## src/rtl/seg_ea_pkg.sv

```systemverilog
package seg_ea_pkg;

  typedef enum logic [1:0] {
    MODE_DIRECT   = 2'b00,
    MODE_INDIRECT = 2'b01,
    MODE_RSVD_A   = 2'b10,
    MODE_RSVD_B   = 2'b11
  } ea_mode_e;

  typedef enum logic [1:0] {
    PTR_BX = 2'b00,
    PTR_BP = 2'b01,
    PTR_SI = 2'b10,
    PTR_DI = 2'b11
  } ea_ptr_e;

  typedef enum logic [1:0] {
    SEGSEL_CODE  = 2'b00,
    SEGSEL_DATA  = 2'b01,
    SEGSEL_STACK = 2'b10,
    SEGSEL_EXTRA = 2'b11
  } ea_seg_e;

endpackage

```

## src/rtl/seg_ea_route.sv

```systemverilog
module seg_ea_route
  import seg_ea_pkg::*;
#(
  parameter int OFF_W = 16
) (
  input  logic [1:0]       mode,
  input  logic [1:0]       base_sel,
  input  logic [OFF_W-1:0] reg_bx,
  input  logic [OFF_W-1:0] reg_bp,
  input  logic [OFF_W-1:0] reg_si,
  input  logic [OFF_W-1:0] reg_di,
  input  logic [OFF_W-1:0] disp,
  output logic [OFF_W-1:0] offset,
  output ea_seg_e          seg_pick,
  output logic             bad_mode
);

  ea_mode_e mode_q;
  ea_ptr_e  ptr_q;

  assign mode_q = ea_mode_e'(mode);
  assign ptr_q  = ea_ptr_e'(base_sel);

  always_comb begin
    offset   = '0;
    seg_pick = SEGSEL_DATA;
    bad_mode = 1'b0;
    unique case (mode_q)
      MODE_DIRECT: begin
        offset = disp;
      end
      MODE_INDIRECT: begin
        unique case (ptr_q)
          PTR_BX: offset = reg_bx;
          PTR_BP: begin
            offset   = reg_bp;
            seg_pick = SEGSEL_STACK;
          end
          PTR_SI: offset = reg_si;
          PTR_DI: offset = reg_di;
        endcase
      end
      MODE_RSVD_A, MODE_RSVD_B: begin
        bad_mode = 1'b1;
      end
    endcase
  end

endmodule

```

## src/rtl/seg_ea_segmux.sv

```systemverilog
module seg_ea_segmux
  import seg_ea_pkg::*;
#(
  parameter int SEG_W   = 16,
  parameter int N_SEG   = 4
) (
  input  logic [N_SEG-1:0][SEG_W-1:0] seg_bank,
  input  ea_seg_e                     seg_pick,
  output logic [SEG_W-1:0]            seg_val
);

  localparam int SEL_W = $clog2(N_SEG);

  logic [N_SEG-1:0]            hit;
  logic [N_SEG-1:0][SEG_W-1:0] masked;

  for (genvar g = 0; g < N_SEG; g++) begin : g_lane
    assign hit[g]    = (SEL_W'(seg_pick) == SEL_W'(g));
    assign masked[g] = hit[g] ? seg_bank[g] : '0;
  end

  always_comb begin
    seg_val = '0;
    for (int k = 0; k < N_SEG; k++) seg_val = seg_val | masked[k];
  end

endmodule

```

## src/rtl/seg_ea_sum.sv

```systemverilog
module seg_ea_sum #(
  parameter int SEG_W = 16,
  parameter int OFF_W = 16,
  parameter int SHIFT = 4
) (
  input  logic [SEG_W-1:0]       seg_val,
  input  logic [OFF_W-1:0]       offset,
  input  logic                   bad_mode,
  output logic [SEG_W+SHIFT-1:0] lo_addr,
  output logic [SEG_W+SHIFT-1:0] hi_addr
);

  localparam int ADDR_W = SEG_W + SHIFT;

  function automatic logic [ADDR_W-1:0] seg_base(input logic [SEG_W-1:0] s);
    return {s, {SHIFT{1'b0}}};
  endfunction

  function automatic logic [ADDR_W-1:0] phys(input logic [SEG_W-1:0] s,
                                             input logic [OFF_W-1:0] o);
    return seg_base(s) + ADDR_W'(o);
  endfunction

  function automatic logic [ADDR_W-1:0] next_byte(input logic [ADDR_W-1:0] a);
    return a + ADDR_W'(1);
  endfunction

  logic [ADDR_W-1:0] raw_lo;

  assign raw_lo  = phys(seg_val, offset);
  assign lo_addr = bad_mode ? '0 : raw_lo;
  assign hi_addr = bad_mode ? '0 : next_byte(raw_lo);

endmodule

```

## src/rtl/seg_ea_stage.sv

```systemverilog
module seg_ea_stage #(
  parameter int W       = 41,
  parameter bit REG_OUT = 1'b1
) (
  input  logic         clk,
  input  logic         rst_n,
  input  logic [W-1:0] d,
  output logic [W-1:0] q
);

  if (REG_OUT) begin : g_flop
    always_ff @(posedge clk or negedge rst_n) begin
      if (!rst_n) q <= '0;
      else        q <= d;
    end
  end else begin : g_wire
    logic unused_clk;
    assign unused_clk = clk ^ rst_n;
    assign q = d;
  end

endmodule

```

## src/rtl/seg_ea_gen.sv

```systemverilog
module seg_ea_gen
  import seg_ea_pkg::*;
#(
  parameter int SEG_W   = 16,
  parameter int OFF_W   = 16,
  parameter int SHIFT   = 4,
  parameter bit REG_OUT = 1'b1
) (
  input  logic                   clk,
  input  logic                   rst_n,
  input  logic [SEG_W-1:0]       seg_code,
  input  logic [SEG_W-1:0]       seg_data,
  input  logic [SEG_W-1:0]       seg_stack,
  input  logic [SEG_W-1:0]       seg_extra,
  input  logic [OFF_W-1:0]       reg_bx,
  input  logic [OFF_W-1:0]       reg_bp,
  input  logic [OFF_W-1:0]       reg_si,
  input  logic [OFF_W-1:0]       reg_di,
  input  logic [OFF_W-1:0]       disp,
  input  logic [1:0]             mode,
  input  logic [1:0]             base_sel,
  output logic [SEG_W+SHIFT-1:0] addr_lo,
  output logic [SEG_W+SHIFT-1:0] addr_hi,
  output logic                   mode_err
);

  localparam int ADDR_W  = SEG_W + SHIFT;
  localparam int STAGE_W = 2 * ADDR_W + 1;

  // internal events, named for the checker
  logic [OFF_W-1:0]          ev_offset;
  ea_seg_e                   ev_seg_pick;
  logic                      ev_bad_mode;
  logic [SEG_W-1:0]          ev_seg_val;
  logic [ADDR_W-1:0]         ev_lo;
  logic [ADDR_W-1:0]         ev_hi;
  logic [3:0][SEG_W-1:0]     seg_bank;
  logic [STAGE_W-1:0]        stage_q;

  assign seg_bank[SEGSEL_CODE]  = seg_code;
  assign seg_bank[SEGSEL_DATA]  = seg_data;
  assign seg_bank[SEGSEL_STACK] = seg_stack;
  assign seg_bank[SEGSEL_EXTRA] = seg_extra;

  seg_ea_route #(.OFF_W(OFF_W)) u_route (
    .mode     (mode),
    .base_sel (base_sel),
    .reg_bx   (reg_bx),
    .reg_bp   (reg_bp),
    .reg_si   (reg_si),
    .reg_di   (reg_di),
    .disp     (disp),
    .offset   (ev_offset),
    .seg_pick (ev_seg_pick),
    .bad_mode (ev_bad_mode)
  );

  seg_ea_segmux #(.SEG_W(SEG_W), .N_SEG(4)) u_segmux (
    .seg_bank (seg_bank),
    .seg_pick (ev_seg_pick),
    .seg_val  (ev_seg_val)
  );

  seg_ea_sum #(.SEG_W(SEG_W), .OFF_W(OFF_W), .SHIFT(SHIFT)) u_sum (
    .seg_val  (ev_seg_val),
    .offset   (ev_offset),
    .bad_mode (ev_bad_mode),
    .lo_addr  (ev_lo),
    .hi_addr  (ev_hi)
  );

  seg_ea_stage #(.W(STAGE_W), .REG_OUT(REG_OUT)) u_stage (
    .clk   (clk),
    .rst_n (rst_n),
    .d     ({ev_bad_mode, ev_hi, ev_lo}),
    .q     (stage_q)
  );

  assign addr_lo  = stage_q[ADDR_W-1:0];
  assign addr_hi  = stage_q[2*ADDR_W-1:ADDR_W];
  assign mode_err = stage_q[STAGE_W-1];

endmodule

```

## config.mk

```make
export PLATFORM = sky130hd
export DESIGN_NAME = seg_ea_gen
export DESIGN_NICKNAME = d
export VERILOG_FILES = /design/src/rtl/seg_ea_pkg.sv /design/src/rtl/seg_ea_route.sv /design/src/rtl/seg_ea_segmux.sv /design/src/rtl/seg_ea_sum.sv /design/src/rtl/seg_ea_stage.sv /design/src/rtl/seg_ea_gen.sv
export SDC_FILE = /design/constraint.sdc
export NUM_CORES = 1
export LEC_CHECK = 0
export ABC_AREA = 1
export ABC_CLOCK_PERIOD_IN_PS = 800
export BUFFER_PORTS_ARGS = -buffer_cell sky130_fd_sc_hd__buf_2
export CAP_MARGIN = 5
export CORE_ASPECT_RATIO = 1.75
export CORE_MARGIN = 2
export CORE_UTILIZATION = 40
export CTS_CLUSTER_DIAMETER = 200
export DETAILED_ROUTE_END_ITERATION = 8
export PLACE_DENSITY = 0.75
export SLEW_MARGIN = 0
export SYNTH_ARGS = -nofsm -noshare
export SYNTH_HDL_FRONTEND = slang
export SYNTH_SLANG_ARGS = --single-unit
```

## constraint.sdc

```tcl
create_clock -name clk -period 0.8 [get_ports clk]
set_input_delay 0.04 -clock clk [delete_from_list [all_inputs] [get_ports clk]]
set_output_delay 0.04 -clock clk [all_outputs]
set_load 0.02 [all_outputs]
```

==> impl_metrics.ini <==
[sta]
relSlewSlack = 0.818
rsz0062_at_grt = true
finalCritPeriodShare = 2.93
final.min_clock_period_ps = 2350
slew_viol_final = 0
tns_ps = -42570
tightest_slew_ps = 270
hold_ws_ps = 18.8
setup_ws_ps = -1550
setup_viol = 81
clock.fmax_ghz = 0.426
hold_viol = 0

[clocking]
clkSinkCount = 41
cts.clk_slew.worst_paths_ps = 60
clock_path_buffers = 2
cts_root_buf = clkbuf_16
htreeDepth = 2
cts_tree = done
cts_buffers = 5

[power]
pwr-share-seq = 0.261
power_switching_share = 0.344
internal_power_mw = 6.07
total_power_mw = 9.25
ir_worst_vdd_mv = 1.29
clock_power_share = 0.250
power.leakage_nw = 3.26
p_sw_mw = 3.18
powerDensity_mw_per_mm2 = 1510
combPwrFrac = 0.489

[cells_and_area]
stdcell_count = 841
regMostFlops = u_stage.q
fillCellCount = 563
fin_nets = 914
layout_common_cells = nand2_1, buf_2, buf_4, buf_6, inv_1
largestRegisters = u_stage.q x41
largest_reg_flops = 41
seq_area_mm2 = 0.00103
drive_gt1_frac = 0.562
antenna_cells = 0
multi_input_area_mm2 = 0.00261
layout_commonest_cell = nand2_1
area_growth_pct = 89.7
fin_util = 0.775
final_area_mm2 = 0.00613

[placement]
dp.cells = 814
place_congestion = 0.880
placed_area_mm2 = 0.00498
dp_hpwl_um = 8150
portBuffers = 158
dp_slack_ps = -2000

[flow_run]
drv_cap = 0

[setup_path]
end_kind = flip-flop
path_class = input port to flip-flop
cp.required_ps = 970
cp.arrival_ps = 2510
start_kind = input port
critPathMaxFanout = 6

[yosys]
yosysUniqueCellTypes = 32
synthFlopType = dfrtp_1
synth-seq-cells = 41
synthArstFlopShare = 1.00
syn-cell-area_mm2 = 0.00323
synth_nets = 665
synth_edf_count = 0
yosysTopAreaCell = dfrtp_1
syn_inst = 501
synth_warnings = 0
synthTopCellsByArea = dfrtp_1, nand2_1, inv_1, nor2_1, nand3_1
synth-seq-area-share = 0.317
yosysTopAreaCellShare = 0.317
syn_area_per_cell_um2 = 6.45

[routing]
ant_nets = 0
drc = 0
dr.pass1.iters = 4
wl_per_cell_um = 13.2
drtIter0Drc = 140
num_vias = 4226
via_per_inst = 5.02
wirelength_um = 11100

[global_route]
grt_max_degree = 42
grt.overflow.total = 0
grt_use_total = 0.246
busiest_layer = met2
grt.met2_usage = 0.510
antenna_found_initial = 0
first_global_vias = 4105
met1_usage = 0.246
grt_pass1_wl_um = 17400
grt_use_met3 = 0.0114

[floorplanning]
die_y_um = 123
rows = 43
core_area_mm2 = 0.00791
die_w_um = 71.9
initial_core_util = 0.409
dieArea_mm2 = 0.00884
io_pins = 191

[run_status]
outcome = finished with violations
violations = negative setup slack

[worst_hold_path]
min_path_type = input port to flip-flop
==> layout make-up <==
| type | instances | share of cell area |
|---|---|---|
| multi-input cells | 381 | 0.426 |
| clock inverters | 2 | 0.00612 |
| flip-flops and latches | 41 | 0.167 |
| well taps | 90 | 0.0184 |
| inverters | 66 | 0.0449 |
| clock buffers | 6 | 0.0227 |
| repair buffers | 255 | 0.315 |
==> power by group through the flow <==
stage / clock network, mW / registers [mW] / logic [mW]
2_1_floorplan: 0 / 2.70 / 1.56
3_3_place_gp: 0 / 2.38 / 3.29
3_5_place_dp: 0 / 2.38 / 3.36
4_1_cts: 2.31 / 2.41 / 4.04
5_1_grt: 2.43 / 2.43 / 4.88
6_report: 2.31 / 2.42 / 4.52
==> metal layers <==
layer	vias to the layer above	wire [um]
met1	1948	3860
met4	0	294
li1	2107	-
met5	-	0
met2	144	6550
met3	27	394
==> cell usage after synthesis (all sizes together) (2+ instances only) <==
cell type,number
dfrtp,41
buf,2
xnor2,2
a221oi,12
nand2,184
o21ai,32
nand4,5
nand3,38
ha,13
or2,2
nor2,61
a21oi,12
a22o,11
clkbuf,11
inv,66
nand3b,2
==> final timing paths <==
check | from | endpoint | slack [ps] | cells after the start
max | base_sel[1] | u_stage.q[34] | -1550 | 22
min in group asynchronous | rst_n | u_stage.q[2] | 260 | 3
min | disp[1] | u_stage.q[1] | 20 | 3
max in group asynchronous | rst_n | u_stage.q[31] | 350 | 3
==> critical path, stage by stage <==
cell and delay, ps:
buf_6 120, inv_4 70, nor2_4 50, buf_6 130
a22o_1 220, a221oi_4 220, o21ai_2 120, ha_4 320
buf_6 110, nand3_4 70, nand3_4 130, nand2_4 70
nand2_2 50, nand2_1 50, nand2_2 90, inv_2 50
nor2_2 120, nand3_4 110, nor2_4 170, o21ai_1 80
o21ai_1 80, inv_1 40
==> repair_timing <==
item / 4_1_cts / 5_1_grt
buffers inserted: 10 / 7
endpoints found under the setup margin: 77 / 78
resized for setup: 163 / 69
cloned: 1 / 0
pin swaps: 28 / 25
hold buffers: 1 / 0
hold endpoints to repair: 41 / 0
==> cells by family after synthesis <==
logic type,Yosys count,synth area share
simple gates,293,0.383
buf+inv,79,0.0929
flops,41,0.317
compound gates,70,0.138
xor+xnor,3,0.00813
fa+ha+maj,14,0.0565
mux,1,0.00348
Note: power is estimated with default switching activity, not from simulation.
